### config.mk
export PLATFORM = sky130hd
export DESIGN_NAME = seqdet_dual
export DESIGN_NICKNAME = d
export VERILOG_FILES = /design/src/rtl/seqdet_pkg.sv /design/src/rtl/seqdet_step.sv /design/src/rtl/seqdet_flag.sv /design/src/rtl/seqdet_dual.sv
export SDC_FILE = /design/constraint.sdc
export NUM_CORES = 1
export LEC_CHECK = 0
export BUFFER_PORTS_ARGS = -buffer_cell sky130_fd_sc_hd__buf_2
export CAP_MARGIN = 20
export CORE_AREA = 2 2 39 41
export CTS_BUF_LIST = sky130_fd_sc_hd__clkbuf_8
export DETAILED_ROUTE_END_ITERATION = 10
export DIE_AREA = 0 0 41 43
export GPL_TIMING_DRIVEN = 0
export SYNTH_ARGS = -nofsm -noshare
export SYNTH_HDL_FRONTEND = slang
export SYNTH_SLANG_ARGS = --single-unit
### constraint.sdc
create_clock -name clk -period 1.8 [get_ports clk]
set_input_delay 0.36 -clock clk [delete_from_list [all_inputs] [get_ports clk]]
set_output_delay 0.36 -clock clk [all_outputs]
set_load 0.1 [all_outputs]
### src/rtl/seqdet_pkg.sv
package seqdet_pkg;

    localparam int SD_STW = 3;

    // Codes carry meaning (see brief, R7): they are visible on state_o.
    typedef enum logic [SD_STW-1:0] {
        SD_START = 3'd0,
        SD_Z     = 3'd1,
        SD_ONE   = 3'd2,
        SD_ZO    = 3'd3,
        SD_OO    = 3'd4,
        SD_ZOZ   = 3'd5
    } sd_state_e;

    typedef struct packed {
        sd_state_e st;
    } sd_regs_t;

endpackage

### src/rtl/seqdet_step.sv
module seqdet_step
    import seqdet_pkg::*;
(
    input  sd_state_e st_i,
    input  logic      bit_i,
    output sd_state_e nxt_o
);

    always_comb begin
        unique case (st_i)
            SD_START: nxt_o = bit_i ? SD_ONE : SD_Z;
            SD_Z:     nxt_o = bit_i ? SD_ZO  : SD_Z;
            SD_ONE:   nxt_o = bit_i ? SD_OO  : SD_Z;
            SD_ZO:    nxt_o = bit_i ? SD_OO  : SD_ZOZ;
            SD_OO:    nxt_o = bit_i ? SD_OO  : SD_Z;
            SD_ZOZ:   nxt_o = bit_i ? SD_ZO  : SD_Z;
            default:  nxt_o = SD_START;
        endcase
    end

endmodule

### src/rtl/seqdet_flag.sv
module seqdet_flag
    import seqdet_pkg::*;
(
    input  sd_state_e st_i,
    input  logic      bit_i,
    input  logic      en_i,
    output logic      hit_o,
    output logic      alt_o
);

    logic hit_110;
    logic hit_0101;

    always_comb begin
        hit_110  = (st_i == SD_OO)  && !bit_i;
        hit_0101 = (st_i == SD_ZOZ) &&  bit_i;
        hit_o    = en_i && (hit_110 || hit_0101);
        alt_o    = en_i && hit_0101;
    end

endmodule

### src/rtl/seqdet_dual.sv
module seqdet_dual
    import seqdet_pkg::*;
(
    input  logic              clk,
    input  logic              rst,
    input  logic              vld_i,
    input  logic              bit_i,
    output logic              det_o,
    output logic              pat_o,
    output logic [SD_STW-1:0] state_o
);

    sd_regs_t  regs_d;
    sd_regs_t  regs_q;
    sd_state_e step_nxt;
    logic      flag_en;

    seqdet_step u_step (
        .st_i  (regs_q.st),
        .bit_i (bit_i),
        .nxt_o (step_nxt)
    );

    assign flag_en = vld_i && !rst;

    seqdet_flag u_flag (
        .st_i  (regs_q.st),
        .bit_i (bit_i),
        .en_i  (flag_en),
        .hit_o (det_o),
        .alt_o (pat_o)
    );

    always_comb begin
        regs_d = regs_q;
        if (vld_i) begin
            regs_d.st = step_nxt;
        end
    end

    always_ff @(posedge clk) begin
        if (rst) begin
            regs_q.st <= SD_START;
        end else begin
            regs_q <= regs_d;
        end
    end

    assign state_o = regs_q.st;

endmodule

=== Word level (Yosys, flattened, before mapping) ===
Cells that the tools add are included.

* Add/subtract/negate cells: 0
* Multiply operators: 0
* Divide/modulo/power cells: 0
* $lt $le $gt $ge: 0
* Equality and inequality tests: 5
* Shift-type cells: 0
* Multiplexer cells: 5
* Bitwise logic cells: 0
* Reductions and logical operators: 11

{| class="wikitable"
|+ Operators with widths
! kind !! count
|-
| 3-bit one-hot mux with 4 select lines || 1
|-
| 3-bit by 2-bit equality test with 1-bit output (second input constant) || 2
|-
| 3-bit equality test (second input constant) || 2
|-
| 1-bit logical AND || 5
|-
| 2-bit 2-to-1 mux || 2
|-
| 2-bit OR reduction || 2
|-
| 3-bit by 1-bit equality test with 1-bit output (second input constant) || 1
|-
| 3-bit logical NOT || 1
|-
| 3-bit 2-to-1 mux || 1
|-
| 1-bit logical NOT || 2
|-
| 1-bit logical OR || 1
|-
| 1-bit 2-to-1 mux || 1
|}

* Flip-flop bits (word level): 3
* Latch bits: 0
* Memory bits (writable): 0
* Bits in read-only memories: 0
* Input port bits: 4
* Output and inout bits: 5
* Word-level logic and storage cells: 22
* Memories kept: 0

=== Depth between registers and ports, before layout ===
Gate-level depths: netlist of run 1.

* Word-level depth: 4
* Gate-level depth with buffers: 3

=== Cells and area by module ===
Synthesis of run 1 repeated with hierarchy kept, for this count alone.

* Cells, all modules: 23
* Area total of the unflattened synthesis: 201.4 µm²

{| class="wikitable"
|+ By module, submodules not included
! module !! times used !! cells each !! area each (µm²) !! seq. area each (µm²)
|-
| seqdet_dual || 1 || 10 || 107.6 || 60.1
|-
| seqdet_step || 1 || 8 || 63.8 || 0.0
|-
| seqdet_flag || 1 || 5 || 30.0 || 0.0
|}

=== Worst setup path before layout of run 1 ===
Ideal clock, no wire load.

* Kind: register -> output
* Start point: register regs_q (netlist bit state_o[0])
* End point: output port det_o
* Arrival time: 2.683 ns
* Data required time: 1.440 ns
* Slack: -1.243 ns
* Stages on the path, launching flop included: 3
* Buffers on the path: 0
* Path through: dfxtp_1 nand2_1 a21oi_1

* Cells in the longest elaborated chain, start to end: 4
* Elaborated cells on any way between the ends: 6
* Those cells by class: eq/ne: 2; reduce/logical: 4

{| class="wikitable"
|+ RTL lines
! item !! RTL line !! text
|-
| start: declaration || seqdet_dual.sv:14 || <nowiki>sd_regs_t regs_q;</nowiki>
|-
| start signal: assignment || seqdet_dual.sv:45 || <nowiki>regs_q <= regs_d;</nowiki>
|-
| 3-bit equality test (on tied branches) || seqdet_flag.sv:15, seqdet_flag.sv:16 ||
|-
| 1-bit logical AND (on tied branches) || seqdet_flag.sv:15, seqdet_flag.sv:16 ||
|-
| 1-bit logical OR * || seqdet_flag.sv:17 || <nowiki>hit_o = en_i && (hit_110 || hit_0101);</nowiki>
|-
| 1-bit logical AND * || seqdet_flag.sv:17 ||
|-
| end: declaration || seqdet_dual.sv:8 || <nowiki>output logic det_o,</nowiki>
|}

Every way passes the cells marked *; elsewhere a longest branch is shown, timed or not.

=== Worst setup path after layout of run 1 ===
* Start point: register regs_q (netlist bit state_o[1])
* End point: output port det_o

The elaborated chain is that of the path after synthesis.

==> results.sh, run 1 <==
export IMPL_cts_tree="done"
export IMPL_maxCapViolCount=0
export IMPL_fp_row_count=14
export IMPL_drt_pass1_iter_count=1
export IMPL_worst_setup_path_end_kind="output pin"
export IMPL_io_pins=9
export IMPL_crit_chain="nor2b_1, nand3b_1, a21oi_4, buf_4"
export IMPL_syn_num_nets=28
export IMPL_synthCells=24
export IMPL_die_h_microns=43
export IMPL_hpwl_microns=342
export IMPL_root_buffer="clkbuf_8"
export IMPL_max_slew_margin_rel_pct=67.8
export IMPL_gp_congestion=0.659
export IMPL_power_leakage_nw=0.130
export IMPL_gr_total_overflow=0
export IMPL_power_density_nw_per_um2=998
export IMPL_grt_pass1_vias=180
export IMPL_grt_pass1_wl_microns=731
export IMPL_die_area_sq_um=1760
export IMPL_crit_buf_inv=1
export IMPL_holdCritPathClass="in -> reg"
export IMPL_hold_viol_final=0
export IMPL_routed_wl_microns=431
export IMPL_area_growth_synth_to_final_pct=81.2
export IMPL_port_buffers=8
export IMPL_ant_nets=0
export IMPL_yosys_warnings=0
export IMPL_required_ns=1.44
export IMPL_timing_final_crit_period_ns=1.69
export IMPL_nets=41
export IMPL_setup_viol=0
export IMPL_viasPerCell=3.81
export IMPL_critical_path_class="reg -> out"
export IMPL_fin_skew_ns=0.00177
export IMPL_clkSlewWorstSetupHoldPaths_ns=0.03
export IMPL_htree_levels=1
export IMPL_drc=0
export IMPL_ys_ff_latch=3
export IMPL_tightestPinTransition_ns=0.486
export IMPL_power_total_uw=312
export IMPL_antenna_cells=0
export IMPL_stdcell_area_sq_um=313
export IMPL_largest_register_ffs=3
export IMPL_crit_arrival_ns=1.33
export IMPL_place_area_sq_um=263
export IMPL_slowest_stage="dfxtp_4"
export IMPL_status="finished, final reports clean"
export IMPL_finalMaxSlewViolations=0
export IMPL_layout_drive_gt1_share_pct=47.2
export IMPL_crit_path_start_kind="flop"
export IMPL_drt_iter0_drc=0
export IMPL_cts_buffers=3
export IMPL_synth_area_sq_um=173
export IMPL_min_period_over_period_pct=94.2
export IMPL_yosysTopAreaCell="dfxtp_1"
export IMPL_clock_latency_ns=0.21
export IMPL_wire_per_inst_microns=8.29
export IMPL_hold_ws_ns=0.349
export IMPL_vdd_ir_drop_max_uv=309
export IMPL_die_x_microns=41
export IMPL_start_util_pct=12.5
export IMPL_rsz0062_at_grt="no"
export IMPL_critPathMaxFanout=5
export IMPL_crit_family="flip-flops"
export IMPL_synth_top_cell_area_share_pct=34.8
export IMPL_max_stage_delay_ns=0.34
export IMPL_grt_max_degree=8
export IMPL_cts_setup_buffers=0
export IMPL_clock_sinks=3
export IMPL_antenna_found_initial=0
export IMPL_max_clock_freq_mhz=590
export IMPL_syn_avg_cell_area_sq_um=7.19
export IMPL_ys_top_cells_by_area="dfxtp_1 35%, nand2_1 6.5%, nor2_1 6.5%"
export IMPL_final_util_pct=22.6
export IMPL_max_clock_path_buffers=2
export IMPL_core_sq_um=1380
export IMPL_grt_usage_pct=6.73
export IMPL_synth_cell_types=16
export IMPL_tns_ns=0
export IMPL_seq_area_frac_synth_pct=34.8
export IMPL_num_vias=198
[metrics by stage]
| step | std cells | setup slack (ns) |
|---|---|---|
| after floorplan | 24 | 0.0585 |
| final | 52 | 0.105 |
| after detailed placement | 48 | 0.0289 |
| after global placement | 48 | 0.0257 |
| after global routing | 52 | 0.0115 |
| after CTS | 52 | 0.0913 |
[worst paths after layout]
kind                      startpoint                 endpoint  slack (ns)  cells past startpoint
max reg2reg  state_o[0]$_SDFFE_PP0P_  state_o[2]$_SDFFE_PP0P_        0.70                      3
min reg2reg  state_o[1]$_SDFFE_PP0P_  state_o[1]$_SDFFE_PP0P_        0.49                      2
max          state_o[1]$_SDFFE_PP0P_                    det_o        0.11                      4
min                              rst  state_o[2]$_SDFFE_PP0P_        0.35                      2
[final cells by class]
class | count | area [sq um]
sequential | 3 | 71.3
multi-input combinational | 19 | 124
timing repair buffer | 8 | 45.0
tap | 16 | 20.0
clock buffer | 3 | 41.3
fill | 154 | 1070
clock inverter | 1 | 3.75
inverter | 2 | 7.51
[metal layers]
metal	global-route usage (%)	vias to the layer above	share of wire, %
met2	7.50	7	48
met1	8.04	87	43
li1	-	104	-
met5	0	-	0
met3	3.14	0	9.0
met4	8.00	0	0
[cells in the mapped netlist]
| cell type | count |
|---|---|
| nand2b_1 | 1 |
| nor3_1 | 1 |
| nor3b_1 | 1 |
| nand3_1 | 1 |
| nand2_1 | 3 |
| or3b_1 | 1 |
| dfxtp_1 | 3 |
| nand3b_1 | 1 |
| a21oi_1 | 2 |
| o22ai_1 | 1 |
| nor2_1 | 3 |
| o21ai_0 | 1 |
| nor2b_1 | 1 |
| inv_1 | 2 |
| or2_1 | 1 |
| a21oi_2 | 1 |
[cells in the final DEF, fill, tap and decap left out, drive strengths merged]
cell | synthesis | final
o21ai | 1 | 1
or3b | 1 | 1
or2 | 1 | 1
nand2 | 3 | 3
nand2b | 1 | 1
nor2b | 1 | 1
dfxtp | 3 | 3
nor3b | 1 | 1
nor2 | 3 | 3
nor3 | 1 | 1
a21oi | 3 | 3
nand3b | 1 | 1
buf | 0 | 8
inv | 2 | 3
clkbuf | 0 | 3
o22ai | 1 | 1
nand3 | 1 | 1
[what timing repair did]
item,CTS,global route
gates resized for setup,2,0
hold buffers,0,0
endpoints found under the setup margin,2,0
[power by group]
part	switching (mW)	leakage, nW	total, mW	internal (mW)
clock network	0.0436	0.0269	0.189	0.145
logic	0.0383	0.0763	0.0508	0.0126
registers	0.00442	0.0267	0.0727	0.0683
total	0.0863	0.130	0.312	0.226
[kinds of logic after synthesis]
kind of cell,synth area share (%)
buf+inv,4.35
flops,34.8
simple gates,43.5
compound gates,17.4
Power figures use the tool's default switching activity.
==> inputs of run 2 (changes only) <==
--- a/config.mk
+++ b/config.mk
@@ -8,10 +8,10 @@
 export BUFFER_PORTS_ARGS = -buffer_cell sky130_fd_sc_hd__buf_2
 export CAP_MARGIN = 20
 export CORE_AREA = 2 2 39 41
-export CTS_BUF_LIST = sky130_fd_sc_hd__clkbuf_8
 export DETAILED_ROUTE_END_ITERATION = 10
 export DIE_AREA = 0 0 41 43
 export GPL_TIMING_DRIVEN = 0
+export RECOVER_POWER = 25
 export SYNTH_ARGS = -nofsm -noshare
 export SYNTH_HDL_FRONTEND = slang
 export SYNTH_SLANG_ARGS = --single-unit
==> run 2 against run 1 <==
  * Wire length down 2.1%
  * Via count up 0.51%
  * Total power down 23%
  * Sequential cell count unchanged
  * Fmax up 0.22%
  * Global-route usage down 0.60 points
  * Cell count unchanged
  * Core utilization down 1.4 points
  * Sequential power up 1%
==> results.sh, run 2 (synthesis results as in run 1) <==
export IMPL_status="finished, final reports clean"
export IMPL_max_slew_margin_rel_pct=67.8
export IMPL_wirelength_met1_microns=182
export IMPL_cp_startpoint="state_o[1]$_SDFFE_PP0P_"
export IMPL_nets=41
export IMPL_maxCapViolCount=0
export IMPL_cts_setup_buffers=0
export IMPL_tightestPinTransition_ns=0.486
export IMPL_tns_ns=0
export IMPL_min_period_over_period_pct=93.9
export IMPL_layout_drive_gt1_share_pct=44.4
export IMPL_gr_total_overflow=0
export IMPL_stdcell_count=52
export IMPL_die_x_microns=41
export IMPL_worst_setup_path_end_kind="output pin"
export IMPL_hpwl_microns=342
export IMPL_wl_met2_microns=200
export IMPL_max_clock_path_buffers=2
export IMPL_htree_levels=1
export IMPL_setup_viol=0
export IMPL_dr_wl_met3_microns=40
export IMPL_drc=0
export IMPL_io_pins=9
export IMPL_cts_tree="done"
export IMPL_timing_final_crit_period_ns=1.69
export IMPL_highest_layer="met3"
export IMPL_holdCritPathClass="in -> reg"
export IMPL_finalMaxSlewViolations=0
export IMPL_fin_skew_ns=0.00115
export IMPL_reg2reg_depth=3
export IMPL_antenna_cells=0
export IMPL_final_util_pct=21.2
export IMPL_vdd_ir_drop_max_uv=217
export IMPL_viasPerCell=3.83
export IMPL_largest_register_ffs=3
export IMPL_cts_resized=2
export IMPL_r2r_start="state_o[0]$_SDFFE_PP0P_"
export IMPL_area_growth_synth_to_final_pct=70.3
export IMPL_max_clock_freq_mhz=591
export IMPL_root_buffer="clkbuf_4"
export IMPL_grt_max_degree=8
export IMPL_clock_sinks=3
export IMPL_placed_cells=48
export IMPL_drt_iter0_drc=0
export IMPL_critPathCapture="pat_o"
export IMPL_crit_path_start_kind="flop"
export IMPL_rrSetupSlack_ns=0.71
export IMPL_wire_per_inst_microns=8.12
export IMPL_gp_congestion=0.659
export IMPL_ctsHoldBuffers=0
export IMPL_preCtsSetupSlack_ns=0.0289
export IMPL_power_total_uw=240
export IMPL_layout_common_cells="6 x buf_2, 3 x nand2_1, 3 x clkbuf_4"
export IMPL_clkSlewWorstSetupHoldPaths_ns=0.04
export IMPL_grt_pass1_vias=176
export IMPL_start_util_pct=12.5
export IMPL_drt_pass1_iter_count=1
export IMPL_hold_depth=2
export IMPL_critical_path_class="reg -> out"
export IMPL_hold_viol_final=0
export IMPL_nFillCells=161
export IMPL_routed_wl_microns=422
export IMPL_power_leakage_nw=0.118
export IMPL_worst_slack_ns=0.109
export IMPL_fp_row_count=14
export IMPL_antenna_found_initial=0
export IMPL_crit_arrival_ns=1.33
export IMPL_die_h_microns=43
export IMPL_grt_pass1_wl_microns=676
export IMPL_clock_latency_ns=0.23
export IMPL_port_buffers=8
export IMPL_power_density_nw_per_um2=817
export IMPL_mostFrequentLayoutCell="buf_2"
export IMPL_r2r_end="state_o[2]$_SDFFE_PP0P_"
export IMPL_num_vias=199
export IMPL_critPathMaxFanout=5
export IMPL_ant_nets=0
export IMPL_cts_buffers=3
export IMPL_grt_usage_pct=6.12
export IMPL_core_sq_um=1380
export IMPL_required_ns=1.44
export IMPL_rsz0062_at_grt="no"
export IMPL_die_area_sq_um=1760
==> run 2: final cells by class <==
type / count / area (sq um) / area share (%)
timing repair buffer: 8 / 48.8 / 16.6
tap: 16 / 20.0 / 6.81
multi-input combinational: 19 / 124 / 42.1
clock buffer: 4 / 26.3 / 8.94
inverter: 2 / 7.51 / 2.55
sequential: 3 / 67.6 / 23.0
==> run 2: worst max-delay path, stage by stage (launching register included) <==
cell and delay, ns:
dfxtp_4 0.34, nor2b_1 0.14, nand3b_1 0.20, nor2_4 0.14
buf_4 0.29
==> run 2: worst min path at each step <==
| stage | to | start | slack (ns) |
|---|---|---|---|
| 2_1_floorplan | state_o[2]$_SDFFE_PP0P_ | rst | 0.41 |
| 3_3_place_gp | state_o[1]$_SDFFE_PP0P_ | state_o[1]$_SDFFE_PP0P_ | 0.49 |
| 3_5_place_dp | state_o[1]$_SDFFE_PP0P_ | state_o[1]$_SDFFE_PP0P_ | 0.49 |
| 4_1_cts | state_o[2]$_SDFFE_PP0P_ | rst | 0.33 |
| 5_1_grt | state_o[2]$_SDFFE_PP0P_ | rst | 0.34 |
| 6_report | state_o[2]$_SDFFE_PP0P_ | rst | 0.35 |
==> run 2: power breakdown <==
group	switching (mW)	internal, mW
combinational	0.0383	0.0126
clock	0.0328	0.0829
sequential	0.00439	0.0693
total	0.0755	0.165
==> run 2: stage by stage <==
| step | hold WS (ns) | cell area, sq um |
|---|---|---|
| finish | 0.346 | 294 |
| global route | 0.344 | 294 |
| CTS | 0.329 | 294 |
| detailed placement | 0.490 | 263 |
| global placement | 0.489 | 263 |
| floorplan | 0.413 | 203 |
==> run 2: per-layer routing <==
layer	up-vias	global-route usage [%]
li1	106	-
met1	86	7.07
met2	7	7.50
met3	0	1.57
met4	0	8.00
met5	-	0
